`src/rtl/xlat_tlb_pkg.sv`:
```
package xlat_tlb_pkg;
  parameter int VPN_W  = 36;
  parameter int PPN_W  = 36;
  parameter int ASID_W = 16;
  parameter int ATTR_W = 3;
  parameter int OP_W   = 64;

  typedef enum logic [1:0] {
    PG_4K  = 2'd0,
    PG_64K = 2'd1,
    PG_2M  = 2'd2,
    PG_1G  = 2'd3
  } pg_size_e;

  typedef enum logic [1:0] {
    CMD_ALL  = 2'd0,
    CMD_VA   = 2'd1,
    CMD_ASID = 2'd2,
    CMD_NOP  = 2'd3
  } inv_cmd_e;

  typedef struct packed {
    pg_size_e            size;
    logic [PPN_W-1:0]    ppn;
    logic [ATTR_W-1:0]   attr;
    logic [1:0]          ap;
    logic                pxn;
    logic                uxn;
  } leaf_t;

  typedef struct packed {
    logic [VPN_W-1:0]  vpn;
    logic [ASID_W-1:0] asid;
    logic              glob;
    leaf_t             leaf;
  } tlb_ent_t;

  // VPN bits that a page of the given size does not compare
  function automatic logic [VPN_W-1:0] span_mask(pg_size_e s);
    logic [VPN_W-1:0] m;
    case (s)
      PG_64K:  m = VPN_W'('h0000F);
      PG_2M:   m = VPN_W'('h001FF);
      PG_1G:   m = VPN_W'('h3FFFF);
      default: m = '0;
    endcase
    return m;
  endfunction
endpackage

```
`src/rtl/xlat_tlb_entry.sv`:
```
module xlat_tlb_entry
  import xlat_tlb_pkg::*;
(
  input  logic              clk,
  input  logic              rst_n,
  input  logic              wr_en,
  input  tlb_ent_t          wr_ent,
  input  logic              kill,
  input  logic [VPN_W-1:0]  lk_vpn,
  input  logic [ASID_W-1:0] lk_asid,
  input  logic [VPN_W-1:0]  inv_vpn,
  input  logic [ASID_W-1:0] inv_asid,
  output logic              lk_match,
  output logic              inv_va_match,
  output logic              inv_asid_match,
  output leaf_t             leaf
);
  logic             vld;
  tlb_ent_t         ent;
  logic [VPN_W-1:0] msk;

  always_ff @(posedge clk) begin
    if (!rst_n)     vld <= 1'b0;
    else if (wr_en) vld <= 1'b1;   // fill lands after any same-cycle kill
    else if (kill)  vld <= 1'b0;
  end

  always_ff @(posedge clk) begin
    if (wr_en) ent <= wr_ent;
  end

  assign msk  = span_mask(ent.leaf.size);
  assign leaf = ent.leaf;

  assign lk_match = vld && ((lk_vpn & ~msk) == ent.vpn)
                    && (ent.glob || (ent.asid == lk_asid));
  assign inv_va_match = vld && ((inv_vpn & ~msk) == ent.vpn)
                        && (ent.glob || (ent.asid == inv_asid));
  assign inv_asid_match = vld && !ent.glob && (ent.asid == inv_asid);
endmodule

```
`src/rtl/xlat_tlb_victim.sv`:
```
module xlat_tlb_victim #(
  parameter int ENTRIES = 16,
  localparam int IDX_W  = $clog2(ENTRIES)
) (
  input  logic             clk,
  input  logic             rst_n,
  input  logic             adv,
  output logic [IDX_W-1:0] ptr
);
  always_ff @(posedge clk) begin
    if (!rst_n) ptr <= '0;
    else if (adv) ptr <= (ptr == IDX_W'(ENTRIES - 1)) ? '0 : ptr + 1'b1;
  end
endmodule

```
`src/rtl/xlat_tlb_select.sv`:
```
module xlat_tlb_select
  import xlat_tlb_pkg::*;
#(
  parameter int ENTRIES = 16
) (
  input  logic [ENTRIES-1:0]       hit_vec,
  input  leaf_t [ENTRIES-1:0]      leaves,
  output logic                     found,
  output leaf_t                    sel
);
  // lowest-numbered hit wins if entries overlap
  always_comb begin
    sel = '0;
    for (int i = ENTRIES - 1; i >= 0; i--) begin
      if (hit_vec[i]) sel = leaves[i];
    end
  end
  assign found = |hit_vec;
endmodule

```
`src/rtl/xlat_tlb.sv`:
```
module xlat_tlb
  import xlat_tlb_pkg::*;
#(
  parameter int ENTRIES = 16
) (
  input  logic              clk,
  input  logic              rst_n,
  input  logic              lk_valid,
  input  logic [VPN_W-1:0]  lk_vpn,
  input  logic [ASID_W-1:0] lk_asid,
  output logic              lk_hit,
  output logic              lk_miss,
  output logic [PPN_W-1:0]  lk_ppn,
  output logic [ATTR_W-1:0] lk_attr,
  output logic [1:0]        lk_ap,
  output logic              lk_pxn,
  output logic              lk_uxn,
  input  logic              fill_valid,
  input  logic [VPN_W-1:0]  fill_vpn,
  input  logic [ASID_W-1:0] fill_asid,
  input  logic              fill_global,
  input  logic [1:0]        fill_size,
  input  logic [PPN_W-1:0]  fill_ppn,
  input  logic [ATTR_W-1:0] fill_attr,
  input  logic [1:0]        fill_ap,
  input  logic              fill_pxn,
  input  logic              fill_uxn,
  input  logic              inv_valid,
  input  logic [1:0]        inv_op,
  input  logic [OP_W-1:0]   inv_operand
);
  localparam int IDX_W = $clog2(ENTRIES);

  logic [IDX_W-1:0]     vic;
  logic [ENTRIES-1:0]   lk_m, va_m, as_m, kill, hit_vec;
  leaf_t [ENTRIES-1:0]  leaves;
  leaf_t                sel;
  logic                 found;
  tlb_ent_t             new_ent;
  pg_size_e             fsz;
  inv_cmd_e             cmd;
  logic [VPN_W-1:0]     inv_vpn;
  logic [ASID_W-1:0]    inv_asid;
  logic                 unused_op_bits;

  assign cmd      = inv_cmd_e'(inv_op);
  assign inv_vpn  = inv_operand[VPN_W-1:0];
  assign inv_asid = inv_operand[OP_W-1 -: ASID_W];
  assign unused_op_bits = ^inv_operand[OP_W-ASID_W-1:VPN_W];

  assign fsz                = pg_size_e'(fill_size);
  assign new_ent.vpn        = fill_vpn & ~span_mask(fsz);
  assign new_ent.asid       = fill_asid;
  assign new_ent.glob       = fill_global;
  assign new_ent.leaf.size  = fsz;
  assign new_ent.leaf.ppn   = fill_ppn & ~span_mask(fsz);
  assign new_ent.leaf.attr  = fill_attr;
  assign new_ent.leaf.ap    = fill_ap;
  assign new_ent.leaf.pxn   = fill_pxn;
  assign new_ent.leaf.uxn   = fill_uxn;

  xlat_tlb_victim #(.ENTRIES(ENTRIES)) u_victim (
    .clk(clk), .rst_n(rst_n), .adv(fill_valid), .ptr(vic)
  );

  for (genvar g = 0; g < ENTRIES; g++) begin : g_ent
    assign kill[g] = inv_valid && ((cmd == CMD_ALL)
                     || (cmd == CMD_VA && va_m[g])
                     || (cmd == CMD_ASID && as_m[g]));

    xlat_tlb_entry u_ent (
      .clk(clk), .rst_n(rst_n),
      .wr_en(fill_valid && (vic == IDX_W'(g))),
      .wr_ent(new_ent),
      .kill(kill[g]),
      .lk_vpn(lk_vpn), .lk_asid(lk_asid),
      .inv_vpn(inv_vpn), .inv_asid(inv_asid),
      .lk_match(lk_m[g]), .inv_va_match(va_m[g]),
      .inv_asid_match(as_m[g]),
      .leaf(leaves[g])
    );
  end

  // an entry removed this cycle is hidden from the concurrent lookup
  assign hit_vec = lk_m & ~kill;

  xlat_tlb_select #(.ENTRIES(ENTRIES)) u_sel (
    .hit_vec(hit_vec), .leaves(leaves), .found(found), .sel(sel)
  );

  assign lk_hit  = lk_valid && found;
  assign lk_miss = lk_valid && !found;
  assign lk_ppn  = sel.ppn | (lk_vpn & span_mask(sel.size));
  assign lk_attr = sel.attr;
  assign lk_ap   = sel.ap;
  assign lk_pxn  = sel.pxn;
  assign lk_uxn  = sel.uxn;
endmodule

```
`config.mk`:
```
export PLATFORM = sky130hd
export DESIGN_NAME = xlat_tlb
export DESIGN_NICKNAME = d
export VERILOG_FILES = /design/src/rtl/xlat_tlb_pkg.sv /design/src/rtl/xlat_tlb_entry.sv /design/src/rtl/xlat_tlb_victim.sv /design/src/rtl/xlat_tlb_select.sv /design/src/rtl/xlat_tlb.sv
export SDC_FILE = /design/constraint.sdc
export NUM_CORES = 2
export LEC_CHECK = 0
export BUFFER_PORTS_ARGS = -buffer_cell sky130_fd_sc_hd__buf_2
export CORE_MARGIN = 3
export CORE_UTILIZATION = 50
export DETAILED_ROUTE_END_ITERATION = 10
export PLACE_DENSITY_LB_ADDON = 0.15
export SLEW_MARGIN = 20
export SYNTH_ARGS = -nofsm -noshare
export SYNTH_HDL_FRONTEND = slang
export SYNTH_SLANG_ARGS = --single-unit
```
`constraint.sdc`:
```
create_clock -name clk -period 7.8 [get_ports clk]
set_input_delay 0.78 -clock clk [delete_from_list [all_inputs] [get_ports clk]]
set_output_delay 0.78 -clock clk [all_outputs]
set_load 0.005 [all_outputs]
```
# ---- Yosys cells after proc, flatten, opt, wreduce, memory -nomap -nowiden
# Cells that the tools add are included.
dict set report op_classes {
  add_sub_neg 1
  eq_ne 135
  muxes 67
  bitwise_logic 55
  n_reduce_logical 262
}
# op count
set op_table {}
lappend op_table {{AND 36 bit} 35}
lappend op_table {{equality test 36 bit} 32}
lappend op_table {{one-hot mux 18 bit (3 select lines)} 18}
lappend op_table {{2-to-1 mux 45 bit} 16}
lappend op_table {{inverter 18 -> 36 bit} 16}
lappend op_table {{equality test 16 bit} 32}
lappend op_table {{logical AND 1 bit} 162}
lappend op_table {{equality test 2 bit, second input constant} 37}
lappend op_table {{logical OR 1 bit} 64}
lappend op_table {{equality test 2 x 1 -> 1 bit, second input constant} 19}
lappend op_table {{inverter 36 bit} 1}
lappend op_table {{OR 36 bit} 1}
lappend op_table {{equality test 4 bit, second input constant} 8}
lappend op_table {{2-to-1 mux 1 bit} 32}
lappend op_table {{nonzero test 2 bit} 16}
lappend op_table {{zero test 1 bit} 17}
lappend op_table {{AND 16 bit} 1}
lappend op_table {{equality test 4 x 3 -> 1 bit, second input constant} 4}
lappend op_table {{inverter 16 bit} 1}
lappend op_table {{OR reduction 16 bit} 1}
lappend op_table {{equality test 4 x 2 -> 1 bit, second input constant} 2}
lappend op_table {{adder 4 x 1 -> 4 bit, second input constant} 1}
lappend op_table {{equality test 4 x 1 -> 1 bit, second input constant} 1}
lappend op_table {{zero test 4 bit} 1}
lappend op_table {{2 further kinds} 2}
dict set report totals {
  regBits 1588
  out_inout_bits 45
  elab_cells 681
}

# ---- Depth between registers and ports, before layout
dict set report logic_depth {
  word_depth 33
  ltp_mapped 17
  depth_no_buf 11
}

# ---- Cells and area by module
# A second synthesis with hierarchy kept.
dict set report hier_totals {
  cells_unflattened 7151
  area_unflattened_um2 86720.7
}
# mod n_inst cells_per_inst area_each_um2 seq_area_each_um2
set modules_own_cells {}
lappend modules_own_cells {xlat_tlb_entry 16 382 4994.8 2962.8}
lappend modules_own_cells {xlat_tlb_select 1 860 5442.7 0.0}
lappend modules_own_cells {xlat_tlb 1 161 1174.9 0.0}
lappend modules_own_cells {xlat_tlb_victim 1 18 186.4 80.1}

# ---- Worst setup path before layout
# OpenSTA, ideal clock, no wires.
dict set report synth_path {
  kind {input-to-output}
  startpoint {input inv_operand[63]}
  endpoint {output lk_ppn[30]}
  arrival_ps 3802
  setup_slack_ps 3218
  stages 15
  n_path_buf 4
  path_cell_list {clkbuf_1 > xnor2_1 > nand4_1 > nor4_1 > o2111ai_1 > or4_1 > and3_1 > buf_2 > buf_4 > buf_4 > mux2i_1 > o31ai_1 > mux2i_1 > o211a_1 > a211oi_1}
}
dict set report synth_via {
  elab_chain_cells 26
  word_cells_on_any_way 163
}
# element line_no
set synth_rtl {}
lappend synth_rtl {{start, declared} xlat_tlb.sv:30} ;# input logic [OP_W-1:0] inv_operand
lappend synth_rtl {{equality test 16 bit} {xlat_tlb_entry.sv:38, xlat_tlb_entry.sv:39}}
lappend synth_rtl {{logical OR 1 bit} xlat_tlb_entry.sv:38} ;# && (ent.glob || (ent.asid == inv_asid));
lappend synth_rtl {{logical AND 1 bit} xlat_tlb_entry.sv:38}
lappend synth_rtl {{logical AND 1 bit} xlat_tlb.sv:68} ;# || (cmd == CMD_VA && va_m[g])
lappend synth_rtl {{logical OR 1 bit} xlat_tlb.sv:68}
lappend synth_rtl {{logical OR 1 bit} xlat_tlb.sv:69} ;# || (cmd == CMD_ASID && as_m[g]));
lappend synth_rtl {{logical AND 1 bit} xlat_tlb.sv:67} ;# assign kill[g] = inv_valid && ((cmd == CMD_ALL)
lappend synth_rtl {{inverter 16 bit *} xlat_tlb.sv:85} ;# assign hit_vec = lk_m & ~kill;
lappend synth_rtl {{AND 16 bit *} xlat_tlb.sv:85}
lappend synth_rtl {{2-to-1 mux 45 bit (15 in series)} xlat_tlb_select.sv:15} ;# if (hit_vec[i]) sel = leaves[i];
lappend synth_rtl {{2-to-1 mux 45 bit *} xlat_tlb_select.sv:15}
lappend synth_rtl {{OR 36 bit *} xlat_tlb.sv:93} ;# assign lk_ppn = sel.ppn | (lk_vpn & span_mask(sel.size));
lappend synth_rtl {{end, declared} xlat_tlb.sv:13} ;# output logic [PPN_W-1:0] lk_ppn,
# Every way passes the cells marked *; elsewhere a longest branch is shown, timed or not.

# ---- Worst setup path after layout
dict set report layout_path {
  startpoint {register g_ent[6].u_ent.ent, in the netlist g_ent[6].u_ent.leaf[44]}
  endpoint {output lk_ppn[33]}
}
dict set report layout_via {
  elab_chain_cells 21
  word_cells_on_any_way 27
}
# element line_no
set layout_rtl {}
lappend layout_rtl {{start, declared} xlat_tlb_entry.sv:19} ;# tlb_ent_t ent;
lappend layout_rtl {{start signal, assigned} xlat_tlb_entry.sv:29} ;# if (wr_en) ent <= wr_ent;
lappend layout_rtl {{equality test 2 bit / equality test 2 x 1 -> 1 bit (equally long branches)} xlat_tlb_pkg.sv:41} ;# case (s)
lappend layout_rtl {{one-hot mux 18 bit (3 select lines) *} xlat_tlb_pkg.sv:41}
lappend layout_rtl {{inverter 18 -> 36 bit *} {xlat_tlb_entry.sv:35, xlat_tlb_entry.sv:37}}
lappend layout_rtl {{AND 36 bit} xlat_tlb_entry.sv:37} ;# assign inv_va_match = vld && ((inv_vpn & ~msk) == ent.vpn)
lappend layout_rtl {{equality test 36 bit} xlat_tlb_entry.sv:37}
lappend layout_rtl {{logical AND 1 bit} xlat_tlb_entry.sv:37}
lappend layout_rtl {{logical AND 1 bit} xlat_tlb_entry.sv:38}
lappend layout_rtl {{logical AND 1 bit} xlat_tlb.sv:68}
lappend layout_rtl {{logical OR 1 bit} xlat_tlb.sv:68}
lappend layout_rtl {{logical OR 1 bit} xlat_tlb.sv:69}
lappend layout_rtl {{logical AND 1 bit} xlat_tlb.sv:67}
lappend layout_rtl {{inverter 16 bit} xlat_tlb.sv:85}
lappend layout_rtl {{AND 16 bit *} xlat_tlb.sv:85}
lappend layout_rtl {{2-to-1 mux 45 bit * (7 in series)} xlat_tlb_select.sv:15}
lappend layout_rtl {{OR 36 bit *} xlat_tlb.sv:93}
# Marks and branches as above.

==> out/results.ini <==
[setup_path]
path_class = reg -> out
crit_path_start = g_ent[6].u_ent.leaf[44]$_DFFE_PP_
startpoint_type = register
required_ns = 7.02
cp_data_arrival_time_ns = 6.49
r2r-start = g_ent[4].u_ent.leaf[44]$_DFFE_PP_
end_kind = output port
crit_fanout = 53

[power]
leakagePower_nw = 30.9
power_switching_mw = 5.01
pwr-share-seq_pct = 48.7
p_int_mw = 14.6
power_frac_clock_pct = 42.8
p_per_area_mw_per_mm2 = 212
ir_worst_vdd_v = 0.000236
switching_share_pct = 25.6
combPwrFrac_pct = 8.5

[placed_design]
dpl.cell_count = 8897
gp_congestion = 1.08
hpwl_mm = 248
port_buffers = 253

[cts]
post_cts_buffers = 0
htreeDepth = 4
tritoncts = done
cts.repair.resized = 0
cts_root_buf = clkbuf_16
clock-sinks = 1588
cts.clk_slew.worst_paths_ns = 0.06
cts_hold_buf = 0
insertion_delay_ns = 0.86
cts_made_buffers = 174
clockBufferDepth = 3

[sta]
finClkSkew_ns = 0.0607
worst_pin_slew_ns = 1.36
setup_viol = 0
period_needed_ns = 7.27
maxSlewHeadroom_pct = 9.29
post-route-period-util_pct = 93.2
rsz0062_at_grt = no
hold_viol_final = 0
finalMaxSlewViolations = 0
hold_slack_ns = 0.257
max_freq_mhz = 138
setup_tns_ns = 0

[global_routing]
grt_use_met3_pct = 16.8
grt_overflow = 0
globalRouteMet2Util_pct = 60.3
grtUsageMet1_pct = 58.3
grt_max_degree = 65
track_usage_pct = 43.6
grt_antenna_before_repair = 55
grt_pass1_vias = 59550
top_usage_layer = met2
grt_pass1_wl_mm = 503

[finish]
area_growth_pct = 13.0
finalNonFillerCells = 9254
nNetsFinal = 7138
layout-drive-gt1-share_pct = 14.2

[yosys]
synth_cell_types = 109
synth_fp_nets = 6839
async_reset_ff_share_pct = 0
synth_seq_cells = 1588
syn_inst = 6614
syn_area_per_cell_um2 = 12.3
ys_seq_area_share_pct = 58.1
synth_warnings = 0
synth-main-ff-cell = edfxtp_1
synth-edff-count = 1568
syn-cell-area_mm2 = 0.0817

[route]
vias_per_cell = 7.09
via_count = 65656
wl_mm = 376
ant_nets = 0
drt_pass1_iterations = 9
wire_per_inst_um = 40.6
dr.first_iter.drc_count = 11680
drc = 0

[floorplanning]
row_count = 147
die_w_um = 410
initial_utilization_pct = 50.6
core_mm2 = 0.161
dieHeight_um = 410
ios = 266
die_area_mm2 = 0.168

[min_path]
hp-start = rst_n
worstHoldPathType = in -> reg

[run]
cap_violations = 0

[run_status]
outcome = finished clean

[worst paths after layout]
| path | to | slack [ns] | depth (start not counted) |
|---|---|---|---|
| hold / removal | g_ent[2].u_ent.vld$_SDFFE_PN0P_ | 0.26 | 2 |
| setup / recovery | lk_ppn[33] | 0.53 | 13 |
| setup reg to reg | g_ent[4].u_ent.vld$_SDFFE_PN0P_ | 4.16 | 7 |
| hold reg to reg | g_ent[9].u_ent.vld$_SDFFE_PN0P_ | 0.50 | 2 |
[critical path: stages (launching register included)]
cell	delay (ns)
edfxtp_1	0.72
nand2_1	0.51
a2111oi_0	0.55
nand4_1	0.29
nor4_1	0.62
o2111ai_1	0.21
nand4_1	0.73
buf_4	0.60
nand3_1	0.33
buf_4	0.24
a311o_1	0.28
a31oi_1	0.30
buf_4	0.17
buf_2	0.10
[cells in the final DEF (no fill, tap or decap), types with 26 or more instances in the layout]
| cell | Yosys | final |
|---|---|---|
| a2111oi_0 | 70 | 68 |
| clkbuf_1 | 187 | 34 |
| o21a_1 | 32 | 31 |
| o31ai_1 | 63 | 63 |
| nor4bb_1 | 63 | 63 |
| nor3_1 | 66 | 65 |
| nand2b_1 | 134 | 132 |
| or2_2 | 25 | 26 |
| o32ai_1 | 58 | 58 |
| inv_1 | 180 | 175 |
| nand3_1 | 43 | 42 |
| a22oi_1 | 26 | 26 |
| nand2_1 | 217 | 217 |
| buf_2 | 224 | 253 |
| o21ai_0 | 261 | 261 |
| a211oi_1 | 30 | 30 |
| xor2_1 | 684 | 684 |
| a221oi_1 | 57 | 57 |
| nor3b_1 | 35 | 35 |
| buf_4 | 18 | 306 |
| o221ai_1 | 60 | 60 |
| o2111ai_1 | 70 | 70 |
| diode_2 | 0 | 41 |
| clkinv_1 | 4 | 38 |
| and3_1 | 32 | 31 |
| a31oi_1 | 80 | 80 |
| clkbuf_16 | 0 | 174 |
| nor2b_1 | 144 | 136 |
| and2_1 | 66 | 40 |
| o22ai_1 | 105 | 105 |
| mux2i_1 | 85 | 85 |
| clkinv_2 | 0 | 26 |
| nand4_1 | 169 | 169 |
| xnor2_1 | 503 | 503 |
| edfxtp_1 | 1568 | 1568 |
| a21oi_1 | 190 | 187 |
| nor4_1 | 188 | 185 |
| nor2_1 | 332 | 330 |
[power groups by stage]
stage	Sequential (mW)	Combinational [mW]	Clock [mW]
2_1_floorplan	9.70	0.713	0
3_3_place_gp	9.71	1.54	0
3_5_place_dp	9.72	1.56	0
4_1_cts	9.54	1.56	8.39
5_1_grt	9.54	1.64	8.73
6_report	9.54	1.67	8.38
[state kept, by name, indices dropped and copies added (netlist names)]
name              cells
g_ent.u_ent.ent     848
g_ent.u_ent.vld      16
g_ent.u_ent.leaf    720
u_victim.ptr          4
[cell usage after synthesis (19+ instances only)]
library cell | instances | area share (%)
edfxtp_1 | 1568 | 58
xor2_1 | 684 | 7.3
xnor2_1 | 503 | 5.4
nor2_1 | 332 | 1.5
o21ai_0 | 261 | 1.6
buf_2 | 224 | 1.4
nand2_1 | 217 | 1.0
a21oi_1 | 190 | 1.2
nor4_1 | 188 | 1.4
clkbuf_1 | 187 | 0.86
inv_1 | 180 | 0.83
nand4_1 | 169 | 1.3
nor2b_1 | 144 | 1.1
nand2b_1 | 134 | 1.0
o22ai_1 | 105 | 0.80
mux2i_1 | 85 | 1.0
a31oi_1 | 80 | 0.61
a2111oi_0 | 70 | 0.75
o2111ai_1 | 70 | 0.75
and2_1 | 66 | 0.51
nor3_1 | 66 | 0.40
nor4bb_1 | 63 | 0.77
o31ai_1 | 63 | 0.58
o221ai_1 | 60 | 0.64
o32ai_1 | 58 | 0.62
a221oi_1 | 57 | 0.61
nand3_1 | 43 | 0.26
nor3b_1 | 35 | 0.32
and3_1 | 32 | 0.25
o21a_1 | 32 | 0.29
a211oi_1 | 30 | 0.28
a22oi_1 | 26 | 0.24
nand3b_1 | 25 | 0.23
or2_2 | 25 | 0.19
o2111a_1 | 21 | 0.29
a21boi_0 | 20 | 0.18
a222oi_1 | 20 | 0.25
dfxtp_1 | 20 | 0.49
mux2_2 | 20 | 0.28
o221a_2 | 20 | 0.28
or3_1 | 20 | 0.15
buf_1 | 19 | 0.087
o211a_1 | 19 | 0.23
o32a_1 | 19 | 0.23
[metal layers]
| layer | wire length (um) | part of all wire, % | vias up |
|---|---|---|---|
| met4 | 27100 | 7.2 | 22 |
| met3 | 56300 | 15 | 1270 |
| met2 | 153000 | 41 | 5649 |
| met1 | 140000 | 37 | 32828 |
| li1 | - | - | 25887 |
| met5 | 154 | 0.041 | - |
[cells by family (layout without fill, tap and decap cells)]
group	Yosys count	after routing	synth area share [%]
adders and majority gates	4	4	0.0613
buffers and inverters	642	1081	3.40
xor gates and xnor gates	1187	1187	12.7
muxes	107	107	1.35
and+or+nand+nor	1655	1655	11.5
DFF	1588	1588	58.1
other	0	41	0
AOI/OAI and AO/OA	1431	1431	12.8
[stage by stage]
step	total power [mW]	utilization (%)	area, um2	setup slack [ns]
3_3_place_gp	11.3	53.5	86400	1.15
3_5_place_dp	11.3	53.5	86400	1.18
5_1_grt	19.9	57.1	92200	0.407
2_1_floorplan	10.4	-	81700	3.22
4_1_cts	19.5	57.0	92100	0.875
6_report	19.6	57.1	92300	0.533
[layout make-up]
class / instances / area, um2
inverter: 191 / 729
timing repair buffer: 574 / 3870
sequential: 1588 / 47500
multi-input combinational: 4384 / 31600
tap: 2160 / 2700
fill: 13573 / 69200
clock inverter: 106 / 1210
antenna: 41 / 103
clock buffer: 210 / 4510
Power figures use the tool's default switching activity.
